[src/rtl/ot_pkg.sv]
package ot_pkg;
   localparam int CALC_W = 32;
   typedef logic signed [CALC_W-1:0] calc_t;
   localparam calc_t MC_PER_C = 32'sd1000;
endpackage

[src/rtl/ot_decode.sv]
module ot_decode
   import ot_pkg::*;
#(
   parameter int ADC_W    = 12,
   parameter int FS_MV    = 5500,
   parameter int V0_MV    = 200,
   parameter int SLOPE_MV = 19,
   parameter int CLAMP_MV = 5200,
   parameter int GUARD_MV = 50,
   parameter int OFF_W    = 16
) (
   input  logic [ADC_W-1:0]        code,
   input  logic signed [OFF_W-1:0] off,
   output calc_t                   mv,
   output calc_t                   temp_mc,
   output logic                    over,
   output logic                    under
);
   localparam calc_t OVR_MV = calc_t'(CLAMP_MV - GUARD_MV);

   if (ADC_W < 2 || ADC_W > 16) begin : g_bad_adc_w
      $error("ot_decode: ADC_W out of range");
   end
   if (FS_MV >= (1 << (31 - ADC_W))) begin : g_bad_fs
      $error("ot_decode: FS_MV too large for the product width");
   end
   if (SLOPE_MV <= 0) begin : g_bad_slope
      $error("ot_decode: SLOPE_MV must be positive");
   end
   if (FS_MV <= CLAMP_MV - GUARD_MV) begin : g_bad_clamp
      $error("ot_decode: clamp window outside the full-scale range");
   end

   logic [CALC_W-1:0] prod;

   always_comb begin
      prod    = CALC_W'(code) * CALC_W'(FS_MV);
      mv      = calc_t'(prod >> ADC_W);
      temp_mc = ((mv - calc_t'(V0_MV) - calc_t'(off)) * MC_PER_C) / calc_t'(SLOPE_MV);
      over    = (mv >= OVR_MV);
      under   = (code == '0);
   end
endmodule

[src/rtl/ot_offset.sv]
module ot_offset
   import ot_pkg::*;
#(
   parameter int TEMP_W   = 10,
   parameter int OFF_W    = 16,
   parameter int V0_MV    = 200,
   parameter int SLOPE_MV = 19
) (
   input  logic                     clk,
   input  logic                     rst_n,
   input  logic                     cal,
   input  calc_t                    mv,
   input  logic signed [TEMP_W-1:0] amb_c,
   output logic signed [OFF_W-1:0]  off
);
   if (OFF_W < 8 || OFF_W > 31) begin : g_bad_off_w
      $error("ot_offset: OFF_W out of range");
   end

   always_ff @(posedge clk or negedge rst_n) begin
      if (!rst_n) begin
         off <= '0;
      end else if (cal) begin
         off <= OFF_W'(mv - calc_t'(V0_MV) - calc_t'(amb_c) * calc_t'(SLOPE_MV));
      end
   end

   // the correction moves only on a capture strobe
   a_r7_offset_held: assert property (@(posedge clk) disable iff (!rst_n)
      !cal |=> $stable(off));
endmodule

[src/rtl/ot_limits.sv]
module ot_limits #(
   parameter int TEMP_W   = 10,
   parameter int TRIP_DEF = 100,
   parameter int REL_DEF  = 80
) (
   input  logic                     clk,
   input  logic                     rst_n,
   input  logic                     wr,
   input  logic signed [TEMP_W-1:0] trip_in,
   input  logic signed [TEMP_W-1:0] rel_in,
   output logic signed [TEMP_W-1:0] trip_q,
   output logic signed [TEMP_W-1:0] rel_q
);
   localparam int T_MAX = (1 << (TEMP_W - 1)) - 1;
   localparam int T_MIN = -(1 << (TEMP_W - 1));

   if (REL_DEF >= TRIP_DEF) begin : g_bad_order
      $error("ot_limits: default release must lie below default trip");
   end
   if (TRIP_DEF > T_MAX || REL_DEF < T_MIN) begin : g_bad_range
      $error("ot_limits: default limits do not fit TEMP_W");
   end

   logic ordered;
   assign ordered = (rel_in < trip_in);

   always_ff @(posedge clk or negedge rst_n) begin
      if (!rst_n) begin
         trip_q <= TEMP_W'(TRIP_DEF);
         rel_q  <= TEMP_W'(REL_DEF);
      end else if (wr && ordered) begin
         trip_q <= trip_in;
         rel_q  <= rel_in;
      end
   end

   // the held pair always keeps release below trip
   a_r6_order_kept: assert property (@(posedge clk) disable iff (!rst_n)
      rel_q < trip_q);
   // a write with release >= trip leaves both limits untouched
   a_r6_reject_keeps: assert property (@(posedge clk) disable iff (!rst_n)
      (wr && !(rel_in < trip_in)) |=> ($stable(trip_q) && $stable(rel_q)));
endmodule

[src/rtl/ot_hyst.sv]
module ot_hyst
   import ot_pkg::*;
#(
   parameter int TEMP_W   = 10,
   parameter bit OVR_TRIP = 1'b1
) (
   input  logic                     clk,
   input  logic                     rst_n,
   input  logic                     vld,
   input  calc_t                    temp_mc,
   input  logic                     over,
   input  logic                     under,
   input  logic signed [TEMP_W-1:0] trip_c,
   input  logic signed [TEMP_W-1:0] rel_c,
   output logic                     ot_n,
   output calc_t                    temp_q,
   output logic                     over_q,
   output logic                     under_q
);
   calc_t trip_mc, rel_mc;
   logic  set_ot, clr_ot;

   assign trip_mc = calc_t'(trip_c) * MC_PER_C;
   assign rel_mc  = calc_t'(rel_c) * MC_PER_C;

   if (OVR_TRIP) begin : g_ovr_trips
      assign set_ot = over || (temp_mc >= trip_mc);
      assign clr_ot = !over && (temp_mc < rel_mc);
      // a clamped sample always asserts the flag
      a_r8_over_trips: assert property (@(posedge clk) disable iff (!rst_n)
         (vld && over) |=> !ot_n);
   end else begin : g_ovr_holds
      assign set_ot = !over && (temp_mc >= trip_mc);
      assign clr_ot = !over && (temp_mc < rel_mc);
   end

   always_ff @(posedge clk or negedge rst_n) begin
      if (!rst_n) begin
         ot_n    <= 1'b1;
         temp_q  <= '0;
         over_q  <= 1'b0;
         under_q <= 1'b0;
      end else if (vld) begin
         temp_q  <= temp_mc;
         over_q  <= over;
         under_q <= under;
         if (set_ot) begin
            ot_n <= 1'b0;
         end else if (clr_ot) begin
            ot_n <= 1'b1;
         end
      end
   end

   // outputs move only after a qualified sample
   a_r5_hold_without_strobe: assert property (@(posedge clk) disable iff (!rst_n)
      !vld |=> ($stable(ot_n) && $stable(temp_q) && $stable(over_q) && $stable(under_q)));
   // the flag falls only for a sample at or above trip, or clamped
   a_r3_fall_has_cause: assert property (@(posedge clk) disable iff (!rst_n)
      $fell(ot_n) |-> $past(over || (temp_mc >= trip_mc)));
   // the flag rises only for an unclamped sample below release
   a_r4_rise_has_cause: assert property (@(posedge clk) disable iff (!rst_n)
      $rose(ot_n) |-> $past(!over && (temp_mc < rel_mc)));
endmodule

[src/rtl/ot_monitor.sv]
module ot_monitor
   import ot_pkg::*;
#(
   parameter int ADC_W    = 12,
   parameter int FS_MV    = 5500,
   parameter int V0_MV    = 200,
   parameter int SLOPE_MV = 19,
   parameter int CLAMP_MV = 5200,
   parameter int GUARD_MV = 50,
   parameter int TEMP_W   = 10,
   parameter int OFF_W    = 16,
   parameter int TRIP_DEF = 100,
   parameter int REL_DEF  = 80,
   parameter bit OVR_TRIP = 1'b1
) (
   input  logic                     clk,
   input  logic                     rst_n,
   input  logic                     samp_valid,
   input  logic [ADC_W-1:0]         samp_code,
   input  logic                     cfg_wr,
   input  logic signed [TEMP_W-1:0] cfg_trip_c,
   input  logic signed [TEMP_W-1:0] cfg_rel_c,
   input  logic                     cal_capture,
   input  logic signed [TEMP_W-1:0] cal_amb_c,
   output logic                     ot_n,
   output logic signed [CALC_W-1:0] temp_mc,
   output logic                     over_range,
   output logic                     under_range
);
   calc_t                    dec_mv, dec_temp, temp_q;
   logic                     dec_over, dec_under;
   logic signed [OFF_W-1:0]  off;
   logic signed [TEMP_W-1:0] trip_c, rel_c;

   ot_decode #(
      .ADC_W(ADC_W), .FS_MV(FS_MV), .V0_MV(V0_MV), .SLOPE_MV(SLOPE_MV),
      .CLAMP_MV(CLAMP_MV), .GUARD_MV(GUARD_MV), .OFF_W(OFF_W)
   ) u_decode (
      .code(samp_code), .off(off), .mv(dec_mv), .temp_mc(dec_temp),
      .over(dec_over), .under(dec_under)
   );

   ot_offset #(
      .TEMP_W(TEMP_W), .OFF_W(OFF_W), .V0_MV(V0_MV), .SLOPE_MV(SLOPE_MV)
   ) u_offset (
      .clk(clk), .rst_n(rst_n), .cal(cal_capture), .mv(dec_mv),
      .amb_c(cal_amb_c), .off(off)
   );

   ot_limits #(
      .TEMP_W(TEMP_W), .TRIP_DEF(TRIP_DEF), .REL_DEF(REL_DEF)
   ) u_limits (
      .clk(clk), .rst_n(rst_n), .wr(cfg_wr), .trip_in(cfg_trip_c),
      .rel_in(cfg_rel_c), .trip_q(trip_c), .rel_q(rel_c)
   );

   ot_hyst #(
      .TEMP_W(TEMP_W), .OVR_TRIP(OVR_TRIP)
   ) u_hyst (
      .clk(clk), .rst_n(rst_n), .vld(samp_valid), .temp_mc(dec_temp),
      .over(dec_over), .under(dec_under), .trip_c(trip_c), .rel_c(rel_c),
      .ot_n(ot_n), .temp_q(temp_q), .over_q(over_range), .under_q(under_range)
   );

   assign temp_mc = temp_q;

   // a zero code is never reported as clamped
   a_r9_under_not_over: assert property (@(posedge clk) disable iff (!rst_n)
      !(under_range && over_range));
endmodule

[config.mk]
export PLATFORM = sky130hd
export DESIGN_NAME = ot_monitor
export DESIGN_NICKNAME = d
export VERILOG_FILES = /design/src/rtl/ot_pkg.sv /design/src/rtl/ot_decode.sv /design/src/rtl/ot_offset.sv /design/src/rtl/ot_limits.sv /design/src/rtl/ot_hyst.sv /design/src/rtl/ot_monitor.sv
export SDC_FILE = /design/constraint.sdc
export NUM_CORES = 1
export LEC_CHECK = 0
export BUFFER_PORTS_ARGS = -buffer_cell sky130_fd_sc_hd__clkbuf_2
export CORE_MARGIN = 2
export CORE_UTILIZATION = 65
export CTS_BUF_LIST = sky130_fd_sc_hd__clkbuf_8
export DETAILED_ROUTE_END_ITERATION = 6
export PLACE_DENSITY = 0.82
export SETUP_SLACK_MARGIN = 0.4
export SLEW_MARGIN = 5
export SYNTH_ARGS = -nofsm -noshare
export SYNTH_HDL_FRONTEND = slang
export SYNTH_HIERARCHICAL = 1
export SYNTH_SLANG_ARGS = --single-unit
[constraint.sdc]
create_clock -name clk -period 34 [get_ports clk]
set_clock_uncertainty 0.1 [all_clocks]
set_input_delay 5.1 -clock clk [delete_from_list [all_inputs] [get_ports clk]]
set_output_delay 5.1 -clock clk [all_outputs]
set_load 0.05 [all_outputs]
After elaboration in Yosys (flattened, before gate mapping)
Cells that the tools add are included.
- bits in registers: 71
- bits in latches: 0
- memory bits (writable): 0
- bits in read-only memories: 0
- output and inout port bits: 35
- word-level logic and storage cells: 29
- memories: 0
- $add $sub $neg: 3
- multiply operators: 5
- divide/modulo/power cells: 1
- magnitude comparators: 4
- equal/unequal tests: 0
- shift operators: 0
- muxes and demuxes: 2
- bitwise gates (word level): 0
- reductions and logical operators: 7
- operator list (cell ; count):
    $mul 10x8->18 const B ; 2
    $div 32x6->32 const B ; 1
    $ge 32x32->1 ; 1
    $lt 32x32->1 ; 1
    $mul 32x8->29 const B ; 1
    $mul 12x11->23 const B ; 1
    $sub 14x16->17 ; 1
    $mul 10x6->16 const B ; 1
    $sub 14x16->16 ; 1
    $sub 13x8->14 const B ; 1
    $ge 13x13->1 const B ; 1
    $logic_not 12->1 ; 1
    $lt 10x10->1 ; 1
    $logic_and 1x1->1 ; 2
    $mux 1 ; 2
    $reduce_and 2->1 ; 1
    $reduce_bool 2->1 ; 1
    $logic_not 1->1 ; 1
    $logic_or 1x1->1 ; 1

Depth between registers and ports, before layout
Gate-level depths: netlist of run 1.
- depth after elaboration: 9
- mapped depth: 146

By module
The synthesis of run 1 kept the hierarchy.
- by module, submodules not included (module ; times used ; cells an instance ; area each (um^2) ; sequential area each (um^2)):
    ot_decode ; 1 ; 1945 ; 14881.8 ; 0.0
    ot_hyst ; 1 ; 660 ; 6237.2 ; 877.1
    ot_offset ; 1 ; 228 ; 2158.3 ; 400.4
    ot_limits ; 1 ; 213 ; 1671.6 ; 506.7

Worst setup path before layout of run 1
Ideal clock, no wire load.
- path kind: in2reg
- start point: input samp_code[5]
- end point: register u_hyst.ot_n
- data arrival time: 34345 ps
- data required time: 33819 ps
- setup slack: -526 ps
- cell stages on the path: 136
- path buffers: 8
- path through: inv_1 > fa_1 > inv_1 > ha_1 > inv_1 > fa_1 > inv_1 > fa_1 > inv_1 > fa_1 > inv_1 > ha_1 > o21ai_0 > nand2b_1 > a21oi_1 > inv_1 > a21oi_1 > inv_1 > [100 not listed] > and2b_1 > a21oi_1 > or3_1 > a21oi_1 > ha_1 > and3_1 > and2_1 > clkbuf_1 > and3_1 > buf_2 > a21oi_1 > xnor2_1 > nor4_1 > nand3_1 > or4_1 > nand4_1 > nand4_1 > a32oi_1
- longest elaborated chain between the ends: 9
- elaborated cells on any way between the ends: 14
- RTL lines (what ; line ; RTL):
    start: declaration ; ot_monitor.sv:19 ; input logic [ADC_W-1:0] samp_code,
    $mul 12x11->23 * ; ot_decode.sv:37 ; prod = CALC_W'(code) * CALC_W'(FS_MV);
    named net dec_mv[12] ; ot_monitor.sv:30 ; calc_t dec_mv, dec_temp, temp_q;
    $sub 13x8->14 * ; ot_decode.sv:39 ; temp_mc = ((mv - calc_t'(V0_MV) - calc_t'(off)) * MC_PER_C) / calc_t'(SLOPE_MV);
    $sub 14x16->17 * ; ot_decode.sv:39 ;
    $mul 32x8->29 * ; ot_decode.sv:39 ;
    $div 32x6->32 * ; ot_decode.sv:39 ;
    named net dec_temp[22] ; ot_monitor.sv:30 ;
    $lt 32x32->1 / $ge 32x32->1 (equally long branches) ; ot_hyst.sv:28, ot_hyst.sv:27 ;
    $logic_and 1x1->1 / $logic_or 1x1->1 (equally long branches) ; ot_hyst.sv:28, ot_hyst.sv:27 ;
    $reduce_bool 2->1 (no line) ; - ;
    $reduce_and 2->1 (no line) ; - ;
    end signal: assignment ; ot_hyst.sv:39 ; ot_n <= 1'b1;
    end signal: assignment ; ot_hyst.sv:48 ; ot_n <= 1'b0;
    end signal: assignment ; ot_hyst.sv:50 ; ot_n <= 1'b1;
    end: declaration ; ot_hyst.sv:15 ; output logic ot_n,
Mark *: on every way through the listed nets, which the timed path passes. The rest lies on a longest branch.
A chain may end at the register's enable or synchronous reset.

Final worst setup path of run 1
Ends and elaborated chain as after synthesis.

==> out/qor.yml, run 1 <==
routing:
  drc: 1
  first_pass_iters: 7
  wirelength_um: 73200
  viasPerCell: 6.28
  vias: 24600
  drtIter0Drc: 1827
  wl_per_cell_um: 18.7
  ant_nets: 0
setup_path:
  criticalPathCategory: "in -> reg"
  path_common_cell: "inv_1"
  crit_arrival_ns: 33.82
  cpPeakStageDelay_ns: 0.58
  start_kind: "input port"
  worst_setup_path_end_kind: "register"
  cp_max_fo: 7
  worstPathRequired_ns: 34.26
  crit_slowest_cell: "fa_1"
placed_design:
  place.gp.congestion: 1.02
  dp_hpwl_um: 56100
  io_buffers: 81
synthesis:
  synthCells: 3030
  yosysWarnings: 6
  syn_avg_cell_area_um2: 8.19
  syn-cell-area_um2: 24800
finish:
  final_common_cell: "inv_1"
  final_cell_mix: "inv_1, buf_4, ha_1, fa_1, nand2_1"
  regArea_um2: 1780
  drive_gt1_share_pct: 25.7
  syn_to_final_growth_pct: 21.1
  fin_nets: 3984
  multi_input_area_um2: 22100
  nFillCells: 2504
grt:
  antenna_found_initial: 0
  grt_pass1_vias: 24000
  grt_max_degree: 72
  grt_pass1_wl_um: 112000
  grt_usage_pct: 34.3
  overflow: 0
sta:
  tns_ns: 0
  period_needed_ns: 33.56
  fin_crit_sh_pct: 98.7
  rsz0062_at_grt: "yes"
  hold_viol: 0
  max_freq_ghz: 0.0298
  relSlewSlack_pct: 5.41
  slew_viol_final: 0
  tightest_slew_ns: 1.41
  setup_violations: 0
floorplan:
  coreArea_um2: 37700
  ios: 82
  die_w_um: 199
  initial_utilization_pct: 65.9
  rows: 71
  dieArea_um2: 39800
  chipHeight_um: 199
outcome:
  outcome: "finished with violations"
  failed_checks: "DRC"
clock_tree:
  cts_tree: "yes"
  root_buffer: "clkbuf_8"
  clk_pin_slew_ns: 0.09
  cts_sinks: 71
  cts_made_buffers: 9
  clk_path_buf_depth: 2
  cts_max_level: 3
  clk_latency_ns: 0.42
run:
  max-cap-violations: 0
hold_path:
  hold_path.class: "reg -> reg"
[final cells by class]
cell class	instances	area share (%)
timing repair buffer	447	10.8
inverter	555	6.98
multi-input combinational	2313	73.4
tap	511	2.13
clock buffer	9	0.412
sequential	71	5.93
clock inverter	7	0.320
antenna	1	0.00832
[path summary, 6_finish.rpt]
check	end	slack (ns)	cells after the start	from
min in group asynchronous	u_limits/trip_q[8]	4.73	1	rst_n
max reg2reg	u_hyst/ot_n	9.24	112	u_offset/off[1]
min reg2reg	u_hyst/ot_n	0.39	2	u_hyst/ot_n
max	u_hyst/ot_n	0.44	140	samp_code[5]
max in group asynchronous	u_offset/off[7]	28.41	1	rst_n
min	u_hyst/ot_n	0.39	2	u_hyst/ot_n
[routing by layer]
metal	track usage [%]	vias up	share of wire (%)
met2	62.0	1030	51
met3	4.20	260	5.9
met5	0	-	0
li1	-	11400	-
met1	41.2	11900	39
met4	13.7	0	3.8
[sequential cells by signal, summed over array words and instances, names as in the netlist]
signal,count
u_limits/trip_q,10
u_hyst/temp_q,32
u_hyst/under_q,1
u_offset/off,16
u_hyst/over_q,1
u_hyst/ot_n,1
u_limits/rel_q,10
[stage by stage]
| step | worst slack, ns | std cells | hold slack, ns | util (%) | cell area (um2) |
|---|---|---|---|---|---|
| after floorplan | 0.405 | 3032 | 0.373 | - | 25000 |
| after global placement | -0.536 | 3798 | 0.364 | 73.2 | 27600 |
| after detailed placement | -1.16 | 3798 | 0.372 | 73.2 | 27600 |
| after CTS | 0.404 | 3838 | 0.387 | 75.1 | 28300 |
| after global routing | -0.602 | 3913 | 0.420 | 79.8 | 30100 |
| final | 0.436 | 3914 | 0.395 | 79.8 | 30100 |
[critical path: cells and delay by family]
family                     cells  cell delay, ns
and+or+nand+nor               39            8.41
AOI/OAI and AO/OA             44            8.89
xor gates and xnor gates       3            0.48
buffers and inverters         33            3.50
adders and majority gates     16            5.87
muxes                          5            1.50
[what timing repair did]
action / in CTS / in global routing
pin swaps: 23 / 159
cloned: 0 / 1
hold buffers: 0 / 0
buffers inserted: 24 / 74
resized for setup: 66 / 267
setup endpoints to repair: 11 / 33
Power of run 1 is not shown: default switching activity piles up to over one toggle a cycle in this logic, so the estimate is an artifact.
==> run 2, diff against run 1 <==
CELL_PAD_IN_SITES_DETAIL_PLACEMENT = 0   (was default)
CELL_PAD_IN_SITES_GLOBAL_PLACEMENT = 1   (was default)
CORE_UTILIZATION = 55   (was 65)
PLACE_DENSITY = 0.9   (was 0.82)
clock period = 41.7 ns   (was 34 ns; I/O delays follow)
==> run 2 against run 1 <==
  * The flow now finishes without violations
  * Cell count fell by 7.0%
  * Critical path depth shrank 10
  * Non-clock buffer count down 353
  * Critical endpoint unchanged
  * Highest routed layer unchanged
==> out/qor.yml, run 2 (synthesized netlist as in run 1, its figures left out) <==
outcome:
  outcome: "complete, no violations"
grt:
  grt_pass1_wl_um: 105000  # -6.0%
  grt_usage_pct: 26.8  # -7.5 points
  use_met3_pct: 2.20  # -2.0 points
  use_met2_pct: 45.4  # -17 points
  grt_max_degree: 72  # unchanged
  busiest_layer: "met2"
  grt_pass1_vias: 21500  # -10%
  antenna_found_initial: 0  # unchanged
  gr-usage-met1_pct: 35.9  # -5.3 points
  overflow: 0  # unchanged
routing:
  ant_nets: 0  # unchanged
  vias: 22100  # -10%
  drtIter0Drc: 1722  # -5.7%
  viasPerCell: 6.07  # -3.3%
  wl_per_cell_um: 17.3  # -7.3%
  first_pass_iters: 6  # -1
  drc: 0  # -1
  wirelength_um: 63100  # -14%
sta:
  fin_crit_sh_pct: 93.5
  period_needed_ns: 39.00
  rsz0062_at_grt: "no"
  tns_ns: 0  # unchanged
  relSlewSlack_pct: 24.9  # +19 points
  max_freq_ghz: 0.0256
  setup_violations: 0  # unchanged
  tightest_slew_ns: 1.13  # -0.279 ns
  hold_viol: 0  # unchanged
  slew_viol_final: 0  # unchanged
setup_path:
  start_kind: "input port"
  worstPathRequired_ns: 41.93  # +7.67 ns
  cpPeakStageDelay_ns: 0.60  # +0.02 ns
  rr_worst_depth: 106  # -5.4%
  crit_arrival_ns: 39.23  # +5.41 ns
  ff2ff_setup_slack_ns: 13.27  # +4.03 ns
  path_common_cell: "inv_1"
  critPathTopFamily: "compound AO/OA/AOI/OAI gates"
  timing.rr.end: "u_hyst/ot_n"
  worst_setup_path_end_kind: "register"
  r2r-start: "u_offset/off[1]"
  critPathBufInv: 20  # -39%
  cp_max_fo: 14  # +7
  crit_slowest_cell: "or4_4"
  criticalPathCategory: "in -> reg"
clock_tree:
  clk_pin_slew_ns: 0.10  # about the same
  clk_path_buf_depth: 2  # unchanged
  cts_hold_buf: 0  # unchanged
  cts_max_level: 3  # unchanged
  cts_sinks: 71  # unchanged
  root_buffer: "clkbuf_8"
  cts_tree: "yes"
  cts_made_buffers: 9  # unchanged
  clk_latency_ns: 0.41  # about the same
placed_design:
  dp_hpwl_um: 52200  # -7.0%
  io_buffers: 81  # unchanged
  place.gp.congestion: 0.928  # -8.8%
floorplan:
  chipHeight_um: 216  # +8.5%
  coreArea_um2: 44400  # +18%
  dieArea_um2: 46900  # +18%
  rows: 77  # +8.5%
  ios: 82  # unchanged
  initial_utilization_pct: 55.9  # -10 points
  die_w_um: 216  # +8.5%
finish:
  syn_to_final_growth_pct: 4.70
  final_common_cell: "inv_1"
  largest_reg_flops: 32  # unchanged
  final_cell_mix: "inv_1, ha_1, fa_1, a21oi_1, nand2_1"
  fin_nets: 3631  # -8.9%
  num_antenna_cells: 0  # -1
  regMostFlops: "u_hyst/temp_q"
  drive_gt1_share_pct: 10.0  # -16 points
  utilization_pct: 58.5  # -21 points
  top_regs: "u_hyst/temp_q x32, u_offset/off x16"
hold_path:
  hold_path.class: "reg -> reg"
  min_to: "u_hyst/ot_n"
  min-delay-start: "u_hyst/ot_n"
  min_path_cells: 2  # unchanged
run:
  max-cap-violations: 0  # unchanged
==> run 2: what timing repair did <==
item                       CTS  global route
resized for setup            0            33
setup endpoints to repair    0            22
setup buffers                0             5
==> run 2: cell type report <==
cell class | instances | area (um2)
Multi-Input combinational cell | 2313 | 20700
Fill cell | 4058 | 18400
Inverter | 555 | 2080
Sequential cell | 71 | 1780
Tap cell | 592 | 741
Timing Repair Buffer | 94 | 509
Clock buffer | 9 | 124
Clock inverter | 7 | 61.3
==> run 2: how the worst max path moves through the flow <==
stage | from | endpoint | slack [ns] | depth (start not counted)
after detailed placement | samp_code[5] | u_hyst/ot_n | 1.10 | 128
final | samp_code[5] | u_hyst/ot_n | 2.70 | 130
after global routing | samp_code[2] | u_hyst/ot_n | 0.32 | 130
after global placement | samp_code[5] | u_hyst/ot_n | 2.15 | 128
after CTS | samp_code[5] | u_hyst/ot_n | 1.50 | 128
after floorplan | samp_code[5] | u_hyst/ot_n | 6.02 | 136
==> run 2: layer usage <==
metal  vias to the layer above  part of all wire [%]
li1                      10600                     -
met1                     10700                    45
met2                       673                    47
met3                       109                   4.8
met4                         0                   2.9
met5                         -                     0
==> run 2: through the flow <==
stage	setup slack [ns]	instance area, um2	hold slack [ns]	instances
after floorplan	6.02	24800	0.373	3032
after global placement	2.15	25600	0.361	3620
after detailed placement	1.10	25600	0.365	3620
after CTS	1.50	25800	0.380	3636
after global routing	0.322	26000	0.416	3641
final	2.70	26000	0.378	3641
==> run 2: worst reg2reg max path: cells and delay by family, from the launching register on <==
| family | cells | cell delay, ns |
|---|---|---|
| flops | 1 | 0.41 |
| compound gates | 46 | 12.73 |
| simple gates | 34 | 8.07 |
| buf+inv | 7 | 0.57 |
| mux | 5 | 1.74 |
| fa+ha+maj | 9 | 3.30 |
| xor+xnor | 5 | 1.49 |
Power of run 2 is left out for the same reason.
